--- src/rtl/mac_pkg.sv ---
package mac_pkg;
  typedef enum logic [1:0] {
    MOP_ACC   = 2'b00,
    MOP_SUB   = 2'b01,
    MOP_ACCI  = 2'b10,
    MOP_RDCLR = 2'b11
  } mac_op_e;
endpackage

--- src/rtl/mac_product.sv ---
module mac_product
  import mac_pkg::*;
#(
  parameter int DATA_W = 32,
  parameter int IMM_W  = 16,
  localparam int ACC_W = 2 * DATA_W
) (
  input  mac_op_e             op,
  input  logic [DATA_W-1:0]   fac_a,
  input  logic [DATA_W-1:0]   fac_b,
  input  logic [IMM_W-1:0]    imm,
  output logic [ACC_W-1:0]    prod_ext
);
  logic [DATA_W-1:0] imm_ext;
  logic [DATA_W-1:0] sel_b;
  logic [DATA_W-1:0] prod_lo;

  generate
    if (IMM_W < DATA_W) begin : g_imm_widen
      assign imm_ext = {{(DATA_W-IMM_W){imm[IMM_W-1]}}, imm};
    end else begin : g_imm_cut
      assign imm_ext = imm[DATA_W-1:0];
    end
  endgenerate

  always_comb begin
    sel_b    = (op == MOP_ACCI) ? imm_ext : fac_b;
    prod_lo  = fac_a * sel_b;
    prod_ext = {{DATA_W{prod_lo[DATA_W-1]}}, prod_lo};
  end
endmodule

--- src/rtl/mac_accum.sv ---
module mac_accum
  import mac_pkg::*;
#(
  parameter int DATA_W = 32,
  localparam int ACC_W = 2 * DATA_W
) (
  input  logic               clk,
  input  logic               rst_n,
  input  logic               valid,
  input  mac_op_e            op,
  input  logic [ACC_W-1:0]   prod_ext,
  output logic [ACC_W-1:0]   acc_q,
  output logic [DATA_W-1:0]  rd_q
);
  logic [DATA_W-1:0] hi_q, lo_q;
  logic [ACC_W-1:0]  acc_cur, acc_d;
  logic              acc_en;
  logic [DATA_W-1:0] rd_d;
  logic              rd_en;

  assign acc_cur = {hi_q, lo_q};

  always_comb begin
    acc_d  = acc_cur;
    acc_en = 1'b0;
    rd_d   = rd_q;
    rd_en  = 1'b0;
    if (valid) begin
      acc_en = 1'b1;
      unique case (op)
        MOP_ACC, MOP_ACCI: acc_d = acc_cur + prod_ext;
        MOP_SUB:           acc_d = acc_cur - prod_ext;
        MOP_RDCLR: begin
          acc_d = '0;
          rd_d  = lo_q;
          rd_en = 1'b1;
        end
        default:           acc_d = acc_cur;
      endcase
    end
  end

  always_ff @(posedge clk or negedge rst_n) begin
    if (!rst_n) begin
      hi_q <= '0;
      lo_q <= '0;
    end else if (acc_en) begin
      hi_q <= acc_d[ACC_W-1:DATA_W];
      lo_q <= acc_d[DATA_W-1:0];
    end
  end

  always_ff @(posedge clk or negedge rst_n) begin
    if (!rst_n) begin
      rd_q <= '0;
    end else if (rd_en) begin
      rd_q <= rd_d;
    end
  end

  assign acc_q = acc_cur;
endmodule

--- src/rtl/mac_acc64.sv ---
module mac_acc64
  import mac_pkg::*;
#(
  parameter int DATA_W = 32,
  parameter int IMM_W  = 16,
  localparam int ACC_W = 2 * DATA_W
) (
  input  logic               clk,
  input  logic               rst_n,
  input  logic               op_valid,
  input  logic [1:0]         op_code,
  input  logic [DATA_W-1:0]  opnd_a,
  input  logic [DATA_W-1:0]  opnd_b,
  input  logic [IMM_W-1:0]   imm16,
  output logic [DATA_W-1:0]  rd_data,
  output logic [ACC_W-1:0]   acc_q
);
  mac_op_e          op;
  logic [ACC_W-1:0] prod_ext;

  assign op = mac_op_e'(op_code);

  mac_product #(.DATA_W(DATA_W), .IMM_W(IMM_W)) u_prod (
    .op       (op),
    .fac_a    (opnd_a),
    .fac_b    (opnd_b),
    .imm      (imm16),
    .prod_ext (prod_ext)
  );

  mac_accum #(.DATA_W(DATA_W)) u_acc (
    .clk      (clk),
    .rst_n    (rst_n),
    .valid    (op_valid),
    .op       (op),
    .prod_ext (prod_ext),
    .acc_q    (acc_q),
    .rd_q     (rd_data)
  );
endmodule

--- config.mk ---
export PLATFORM = sky130hd
export DESIGN_NAME = mac_acc64
export DESIGN_NICKNAME = d
export VERILOG_FILES = /design/src/rtl/mac_pkg.sv /design/src/rtl/mac_product.sv /design/src/rtl/mac_accum.sv /design/src/rtl/mac_acc64.sv
export SDC_FILE = /design/constraint.sdc
export NUM_CORES = 2
export LEC_CHECK = 0
export ABC_AREA = 1
export BUFFER_PORTS_ARGS = -buffer_cell sky130_fd_sc_hd__clkbuf_2
export CAP_MARGIN = 40
export CELL_PAD_IN_SITES_DETAIL_PLACEMENT = 0
export CELL_PAD_IN_SITES_GLOBAL_PLACEMENT = 2
export CORE_MARGIN = 2
export CORE_UTILIZATION = 33
export CTS_CLUSTER_DIAMETER = 200
export DETAILED_ROUTE_END_ITERATION = 8
export PLACE_DENSITY_LB_ADDON = 0.1
export SYNTH_ARGS = -nofsm -noshare
export SYNTH_HDL_FRONTEND = slang
export SYNTH_HIERARCHICAL = 1
export SYNTH_SLANG_ARGS = --single-unit
--- constraint.sdc ---
create_clock -name clk -period 1.9 [get_ports clk]
set_clock_uncertainty 0.05 [all_clocks]
set_input_delay 0.19 -clock clk [delete_from_list [all_inputs] [get_ports clk]]
set_output_delay 0.19 -clock clk [all_outputs]
set_load 0.01 [all_outputs]
==> Flow_metrics.wiki <==
{| class="wikitable"
! Metric !! Value
|-
| Run status || finished, violations left
|-
| Violations in the final reports || setup timing
|-
| R2R Path Start || u_acc/lo_q[0]$_DFFE_PN0P_
|-
| Synth unique cells || 52
|-
| Number of enable flip-flop cells after synthesis || 0
|-
| Sum of buffers and inverters on the critical path || 13
|-
| Number of sinks on the clock net || 96
|-
| Share of cells above drive strength 1 || 0.348
|-
| Final routed DRC violation total || 0
|-
| Worst path setup slack after routing || -7.31 ns
|-
| Total vias in the final route || 28900
|-
| Commonest cells in the netlist || 1179 x sky130_fd_sc_hd__nand2_1, 928 x sky130_fd_sc_hd__inv_1, 556 x sky130_fd_sc_hd__nor2_1
|-
| Actual transition at the worst max-transition pin || 0.464 ns
|-
| Number of antenna-violating nets in the routed design || 0
|-
| Number of CTS-inserted buffers || 9
|-
| Largest net degree at the start of global routing || 65
|-
| Gr ovfl total || 0
|-
| Area Overhead vs Synth || 45.3%
|-
| Time the worst path needs with I/O delays and setup || 9.21 ns
|-
| Clk_lat worst skew || 0.39 ns
|-
| Clock Path Buffers || 2
|-
| Synthesis warning total || 6
|-
| Average cell area after synthesis || 6.67 sq um
|-
| Worst setup path class || in -> reg
|-
| Portion of synthesized cell area occupied by the leading cell type || 0.293
|-
| Synth Area in Adders || 0.376
|-
| Level count of the clock H-tree || 3
|-
| Total negative slack || -396.24 ns
|-
| CP endpoint kind || register
|-
| Core outline area || 83800 sq um
|-
| Share of async-settable or async-resettable flops after synthesis || 1.00
|-
| Post-synthesis net count || 4872
|-
| CP max stage cell || sky130_fd_sc_hd__fa_1
|-
| Largest fanout of any net on the critical path || 6
|-
| Total Routing Usage GR || 0.268
|-
| Hold Violations, Final || 0
|-
| Main combinational cell family by area after synthesis || adder cells
|-
| Die width || 295 um
|-
| Biggest area consumer among synthesized cells || sky130_fd_sc_hd__fa_1
|-
| Final weighted congestion in routability-driven placement || 0.931
|-
| Effective utilization at floorplan || 0.334
|-
| Drt first pass iters || 5
|-
| Xor-xnor portion of the synthesized cell area || 0.0323
|-
| Number of storage elements in the synthesis netlist || 96
|-
| Placed wire-length estimate after detailed placement || 97800 um
|-
| Worst EP arrival || 9.44 ns
|-
| Violation count after the first detailed-routing iteration || 1653
|-
| Row Count || 106
|-
| Crit path required time || 2.13 ns
|-
| IO buf count || 180
|-
| Via count of the first global-routing pass || 29800
|-
| Dominant cells by area after synthesis || sky130_fd_sc_hd__fa_1 29%, sky130_fd_sc_hd__nand2_1 16%, sky130_fd_sc_hd__inv_1 12%, sky130_fd_sc_hd__dfrtp_1 8.6%, sky130_fd_sc_hd__ha_1 8.4%
|-
| Simple logic cell fraction of the synthesized area || 0.294
|-
| Sequential fraction of the synthesis area || 0.0859
|-
| Dominant synthesized flop cell || sky130_fd_sc_hd__dfrtp_1
|-
| Max Transition Viols Final || 0
|-
| Via count normalized by instance count || 4.63
|-
| Post-synth design cell area || 28000 sq um
|-
| Initial antenna violation count || 1
|-
| Final wirelength || 114000 um
|-
| Maximum operating frequency || 109 MHz
|-
| Gate Count Post-Synth || 4191
|-
| Master cell of the clock root buffer || sky130_fd_sc_hd__clkbuf_16
|-
| Count of nets after finishing || 5777
|-
| Reg2reg path depth || 18
|-
| Count of final setup violators || 63
|-
| Total placed cells including tap cells || 6122
|-
| Kind of start point of the critical path || input port
|-
| Reg2reg setup slack || -0.72 ns
|-
| WL per Instance || 18.2 um
|-
| Worst-path clk slew || 0.08 ns
|-
| Largest delay share family, worst path || adder cells
|-
| Unrepaired setup endpoints after global routing || yes
|-
| Library cell appearing most often on the critical path || sky130_fd_sc_hd__nand2_2
|-
| Die boundary height || 295 um
|-
| Worst slew slack as a fraction of its limit || 0.690
|-
| Max stage delay on crit path || 0.56 ns
|-
| Endpoint of the most critical register-to-register path || u_acc/hi_q[28]$_DFFE_PN0P_
|-
| Global-route wire length before repair || 176000 um
|-
| MaxCap Viol Count || 0
|-
| Multiplexer share of the synthesized area || 0
|-
| Die Outline Area || 87100 sq um
|-
| Fraction of the cycle the final worst path needs || 4.85
|-
| CTS tree || built
|-
| Class of the worst hold path || in -> async
|-
| Compound-Gate Fraction of Synth Area || 0.0610
|-
| I/O pin count || 181
|-
| Layout filler cell count || 8765
|-
| Most frequent cell after synthesis || sky130_fd_sc_hd__nand2_1
|-
| Number of standard cells in the final layout excluding fillers || 6236
|}
## flip-flops by register name, summed over array words and instances, names as in the netlist
register,cells
u_acc/lo_q,32
u_acc/hi_q,32
u_acc/rd_q,32
## kinds of logic after synthesis
logic type | Yosys count
adders and majority gates | 596
xor gates and xnor gates | 103
and+or+nand+nor | 2016
buffers and inverters | 1072
AOI/OAI and AO/OA | 308
DFF | 96
## what timing repair did
| action | 4_1_cts | 5_1_grt |
|---|---|---|
| gates cloned | 7 | 2 |
| hold buffers | 1 | 0 |
| pin swaps | 193 | 153 |
| endpoints found under the setup margin | 63 | 63 |
| resized for setup | 426 | 256 |
| hold endpoints to repair | 25 | 0 |
| setup buffers | 66 | 22 |
## layout make-up
class	count	area, sq um	share of cell area
repair inverters	1	6.26	0.000154
clock inverters	6	61.3	0.00151
clock buffers	10	239	0.00588
repair buffers	1023	8130	0.200
diodes	1	2.50	0.0000616
multi-input cells	3025	24800	0.610
inverters	940	3610	0.0887
well taps	1134	1420	0.0349
flip-flops and latches	96	2400	0.0591
## layer usage
metal / global-route usage / wire, um / up-vias
met1: 0.392 / 55500 / 13900
met3: 0.0404 / 6080 / 89
met4: 0.0411 / 1920 / 2
met5: 0 / 11 / -
li1: - / - / 14200
met2: 0.423 / 50300 / 664
## through the flow
step           hold WS, ns  setup WS, ns  cell area, sq um  utilization
5_1_grt              0.271         -7.67             40600        0.485
6_report             0.251         -7.31             40600        0.485
3_3_place_gp         0.114         -8.22             36800        0.439
4_1_cts              0.240         -7.17             39500        0.471
3_5_place_dp         0.117         -8.33             36800        0.439
2_1_floorplan       -0.156         -6.61             29200            -
## cells in the final DEF (no fill, tap or decap), drive strengths merged, types with 7 or more instances in the layout
cell type  synthesis  routed
o21bai             7       7
xor2              69      69
nor2             569     569
nand4             34      34
nand2           1211    1213
buf               55     841
clkinv             7      10
nor3              30      30
nand3b            28      28
ha               187     187
o21ai            151     151
clkbuf            77     191
fa               409     409
dfrtp             96      96
o22ai              8       8
xnor2             34      34
a21oi            114     114
inv              933     936
nand3            137     137
a21boi             7       7
## worst max path at each step
stage / start / slack, ns / cells past startpoint / to
final: op_code[0] / -7.31 / 53 / u_acc/hi_q[16]$_DFFE_PN0P_
after global routing: op_code[0] / -7.67 / 55 / u_acc/hi_q[16]$_DFFE_PN0P_
after CTS: op_code[0] / -7.17 / 54 / u_acc/hi_q[16]$_DFFE_PN0P_
after detailed placement: op_code[0] / -8.33 / 49 / u_acc/hi_q[26]$_DFFE_PN0P_
after global placement: op_code[0] / -8.22 / 53 / u_acc/hi_q[16]$_DFFE_PN0P_
after floorplan: op_code[1] / -6.61 / 50 / u_acc/hi_q[31]$_DFFE_PN0P_
Power is left out: the tool's default activity adds up to more than one toggle a clock period on the data nets, which glitch-free logic cannot reach.
